===== config.mk =====
export PLATFORM = sky130hd
export DESIGN_NAME = iodly_tap_ctrl
export DESIGN_NICKNAME = d
export VERILOG_FILES = /design/src/rtl/iodly_tap_ctrl.sv
export SDC_FILE = /design/constraint.sdc
export NUM_CORES = 1
export LEC_CHECK = 0
export ABC_AREA = 0
export BUFFER_PORTS_ARGS = -buffer_cell sky130_fd_sc_hd__buf_2
export CORE_MARGIN = 2
export CORE_UTILIZATION = 25
export CTS_CLUSTER_SIZE = 30
export DETAILED_ROUTE_END_ITERATION = 16
export GPL_ROUTABILITY_DRIVEN = 0
export PLACE_DENSITY_LB_ADDON = 0.05
export SYNTH_ARGS = -nofsm -noshare
export SYNTH_HDL_FRONTEND = slang
export SYNTH_SLANG_ARGS = --single-unit

===== constraint.sdc =====
create_clock -name clk -period 2.1 [get_ports clk]
set_input_delay 0.21 -clock clk [delete_from_list [all_inputs] [get_ports clk]]
set_output_delay 0.21 -clock clk [all_outputs]
set_load 0.05 [all_outputs]

===== src/rtl/iodly_tap_ctrl.sv =====
module iodly_tap_ctrl #(
  parameter int TAP_W    = 8,
  parameter int INIT_TAP = 16
) (
  input  logic             clk,
  input  logic             rst_n,
  input  logic             cal_start,
  input  logic             period_hit,
  input  logic             pd_en,
  input  logic             pd_early,
  input  logic             pd_late,
  input  logic             step_up,
  input  logic             step_dn,
  output logic [TAP_W-1:0] tap,
  output logic             busy,
  output logic             cal_err
);

  localparam logic [TAP_W-1:0] TAP_TOP  = '1;
  localparam logic [TAP_W-1:0] TAP_MID  = TAP_W'(1 << (TAP_W - 1));
  localparam logic [TAP_W-1:0] TAP_INIT = TAP_W'(INIT_TAP);

  logic [TAP_W-1:0] tap_q;
  logic             busy_q, err_q;

  wire at_top  = (tap_q == TAP_TOP);
  wire at_zero = (tap_q == '0);
  wire up_req  = pd_en ? (pd_early & ~pd_late) : (step_up & ~step_dn);
  wire dn_req  = pd_en ? (pd_late & ~pd_early) : (step_dn & ~step_up);

  always_ff @(posedge clk) begin
    if (!rst_n) begin
      tap_q  <= TAP_INIT;
      busy_q <= 1'b0;
      err_q  <= 1'b0;
    end else if (busy_q) begin
      if (period_hit) begin
        tap_q  <= tap_q >> 1;
        busy_q <= 1'b0;
      end else if (at_top) begin
        tap_q  <= TAP_MID;
        busy_q <= 1'b0;
        err_q  <= 1'b1;
      end else begin
        tap_q <= tap_q + 1'b1;
      end
    end else if (cal_start) begin
      tap_q  <= '0;
      busy_q <= 1'b1;
      err_q  <= 1'b0;
    end else if (up_req && !at_top) begin
      tap_q <= tap_q + 1'b1;
    end else if (dn_req && !at_zero) begin
      tap_q <= tap_q - 1'b1;
    end
  end

  assign tap     = tap_q;
  assign busy    = busy_q;
  assign cal_err = err_q;

  // hand stepping raises by one, never past the top
  a_r2_hand_up: assert property (@(posedge clk) disable iff (!rst_n)
    (!busy && !cal_start && !pd_en && step_up && !step_dn) |=>
      (tap == (($past(tap) == TAP_TOP) ? TAP_TOP : $past(tap) + 1'b1)));

  // lowering at zero stays at zero
  a_r3_floor: assert property (@(posedge clk) disable iff (!rst_n)
    (!busy && !cal_start && tap == '0 && ((pd_en && pd_late) || (!pd_en && step_dn))) |=> (tap == '0));

  // sweep climbs by one whatever the other inputs do
  a_r7_sweep_climb: assert property (@(posedge clk) disable iff (!rst_n)
    (busy && !period_hit && tap != TAP_TOP) |=> (busy && tap == $past(tap) + 1'b1));

  // start clears the tap and raises busy
  a_r4_start: assert property (@(posedge clk) disable iff (!rst_n)
    (!busy && cal_start) |=> (busy && tap == '0 && !cal_err));

  // full period seen, half the count is loaded
  a_r5_half: assert property (@(posedge clk) disable iff (!rst_n)
    (busy && period_hit) |=> (!busy && tap == ($past(tap) >> 1) && !cal_err));

  // sweep exhausted, mid-scale with error
  a_r6_exhaust: assert property (@(posedge clk) disable iff (!rst_n)
    (busy && !period_hit && tap == TAP_TOP) |=> (!busy && cal_err && tap == TAP_MID));

  // a phase decision moves at most one step
  a_r8_one_step: assert property (@(posedge clk) disable iff (!rst_n)
    (!busy && !cal_start && pd_en) |=>
      (tap == $past(tap) || tap == $past(tap) + 1'b1 || tap == $past(tap) - 1'b1));

  // error flag only changes through calibration
  a_r9_err_hold: assert property (@(posedge clk) disable iff (!rst_n)
    (!busy && !cal_start) |=> $stable(cal_err));

endmodule


==> impl_metrics.json <==
{
  "max-vdd-ir-drop_mv": 0.2154,
  "syn_nets": 134,
  "clock_latency_ps": 240,
  "port_buffers": 18,
  "cts_inserted_buffers": 3,
  "r2r_cells": 7,
  "numClockSinks": 10,
  "antenna_found_initial": 0,
  "drt-pass1-iter-count": 4,
  "setup_violations": 0,
  "synth_area_leaders": "dfxtp_1, a21oi_1, ha_1, or3b_1, nor3_1",
  "dieArea_um2": 4350,
  "slew_violations": 0,
  "cp-end-kind": "flip-flop",
  "synthCells": 122,
  "grt_pass1_vias": 1033,
  "ys_ff_latch": 10,
  "fin_cells": 192,
  "async_flop_share_pct": 0,
  "drtIter0Drc": 46,
  "status": "complete, no violations",
  "synth.avg_cell_area_um2": 7.866,
  "fin_area_um2": 1179,
  "holdPathEnd": "tap[4]",
  "fin_setup_tns_ps": 0,
  "core_area_um2": 3689,
  "dr_total_vias": 1058,
  "r2r_end": "tap[6]",
  "grt_usage_pct": 16.51,
  "synth_edf_count": 0,
  "crit_type": "flip-flop to flip-flop",
  "h-tree-depth": 1,
  "synth_warnings": 0,
  "rows": 22,
  "relSlewSlack_pct": 69.34,
  "worst-slew-pin-transition_ps": 456.8,
  "place_area_um2": 1129,
  "postCtsHoldBufs": 0,
  "fin_util_pct": 31.95,
  "antennaDiodeCount": 0,
  "post_drt_wl_per_cell_um": 16.59,
  "hpwl_mm": 2.502,
  "cts_root_buf": "clkbuf_8",
  "synth_top_area_share_pct": 20.86,
  "synth_ff_type": "dfxtp_1",
  "drv_cap": 0,
  "fin_crit_sh_pct": 91.84,
  "crit_arrival_ps": 2060,
  "hold_path.class": "input port to flip-flop",
  "whs_path_depth": 2,
  "hold_viol": 0,
  "die_y_um": 65.96,
  "clkTransAtPathRegs_ps": 50,
  "initial_core_util_pct": 26.02,
  "syn-cell-area_um2": 959.7,
  "place_inst": 188,
  "critPathRequiredTime_ps": 2230,
  "skew_ps": 5.256,
  "start_kind": "flip-flop",
  "final_antenna_net_count": 0,
  "yosysSeqAreaShare_pct": 20.86,
  "critPathMaxFanout": 9,
  "yosys.area.top_type": "dfxtp_1",
  "r2r_start": "tap[0]",
  "area_growth_pct": 22.82,
  "min-delay-start": "rst_n",
  "drc": 0,
  "drive_above_1_share_pct": 27.08,
  "grt_max_degree": 12,
  "grt.overflow.total": 0,
  "cts_buffer_depth": 2,
  "powerDensity_nw_per_um2": 599.5,
  "io_pins": 19,
  "yosysUniqueCellTypes": 50,
  "rsz0062_at_grt": "false",
  "r2r_slack_ps": 170,
  "fin_nets": 157,
  "post-route-min-period_ps": 1929,
  "viasPerCell": 5.510,
  "power_leakage_nw": 0.4789,
  "cts_tree": "done",
  "fmax_ghz": 0.5185,
  "die_w_um": 65.96,
  "grt_pass1_wl_mm": 5.313,
  "routed_wl_mm": 3.185
}
worst max-delay path by stage:
stage | from | end | slack, ps | cells after the start
after floorplan | tap[6] | tap[2] | 5 | 7
after detailed placement | tap[0] | tap[2] | 90 | 7
final | tap[0] | tap[6] | 170 | 7
after global routing | tap[1] | tap[6] | 20 | 7
after CTS | tap[0] | tap[2] | 80 | 7
after global placement | tap[0] | tap[2] | 100 | 7
critical path: stages, from the launching register on:
cell and delay (ps):
dfxtp_4 380, ha_1 190, buf_4 140, nand3_2 130, o21a_1 220, o311ai_0 350, o41ai_1 150, o221a_1 240
power breakdown:
part	leakage, nW	internal (mW)	switching (mW)
clock network	0.0228	0.133	0.0780
registers	0.0841	0.205	0.0263
logic	0.372	0.101	0.163
total	0.479	0.439	0.268
synth_stat cells (3+ instances only):
cell,number
nand3_1,3
a21oi_1,11
inv_1,3
nand2_1,6
a21o_1,3
nor3_1,6
and3_1,3
nand2b_1,4
or3_1,3
or3b_1,4
ha_1,3
nor2_1,7
dfxtp_1,10
o21ai_1,6
timing repair:
action / in CTS / in global routing
resized for setup: 0 / 1
setup buffers: 0 / 0
setup endpoints to repair: 0 / 1
placed cells by master (no fill, tap or decap), types with 2 or more instances in the layout:
cell type / n
nand3_1: 3
nand3b_1: 2
a21o_1: 3
dfxtp_1: 6
clkbuf_8: 3
a22oi_1: 2
or3_1: 2
o21ai_1: 6
nor2b_1: 2
a311oi_1: 2
or3b_1: 4
nor3_1: 6
dfxtp_2: 2
and2_1: 2
buf_4: 9
buf_2: 18
nand2b_1: 4
nand2_1: 6
a21oi_1: 11
nor2_1: 7
o21a_1: 2
ha_1: 3
o21ai_0: 2
o31ai_1: 2
o221a_1: 2
inv_1: 3
and3_1: 3
xnor2_1: 2
dfxtp_4: 2
final cells by class:
type,count,area [um2]
multi-input combinational,100,694.4
clock buffer,4,45.04
inverter,3,11.26
timing repair buffer,27,157.7
sequential,10,210.2
tap,48,60.06
fill,419,2510
routing by layer:
layer,global-route usage (%),vias up,wire length (um)
met5,0,-,0
met4,5.612,0,41
met3,3.578,5,127
met2,28.54,23,1550
met1,20.12,510,1465
li1,-,520,-
stage by stage:
step                power, mW  setup slack (ps)  hold WS, ps
finish                 0.7066             171.3        271.7
global route           0.7610             21.27        284.1
CTS                    0.7157             79.56        271.7
detailed placement     0.4970             88.36        527.5
global placement       0.5000             98.47        516.0
floorplan              0.4267             5.450        392.7
cell families (layout without fill, tap and decap cells):
kind of cell / Yosys count / in the layout / synth area share [%]
buffers and inverters: 12 / 34 / 7.300
adder cells (fa/ha/maj): 3 / 3 / 3.912
AO/OA/AOI/OAI: 46 / 46 / 35.46
XOR/XNOR: 3 / 3 / 2.738
flip-flops: 10 / 10 / 20.86
AND/OR/NAND/NOR: 48 / 48 / 29.73
state kept, by name, indices dropped and copies added (netlist names):
signal / count
cal_err: 1
tap: 8
busy: 1
Note: power is estimated with default switching activity, not from simulation.
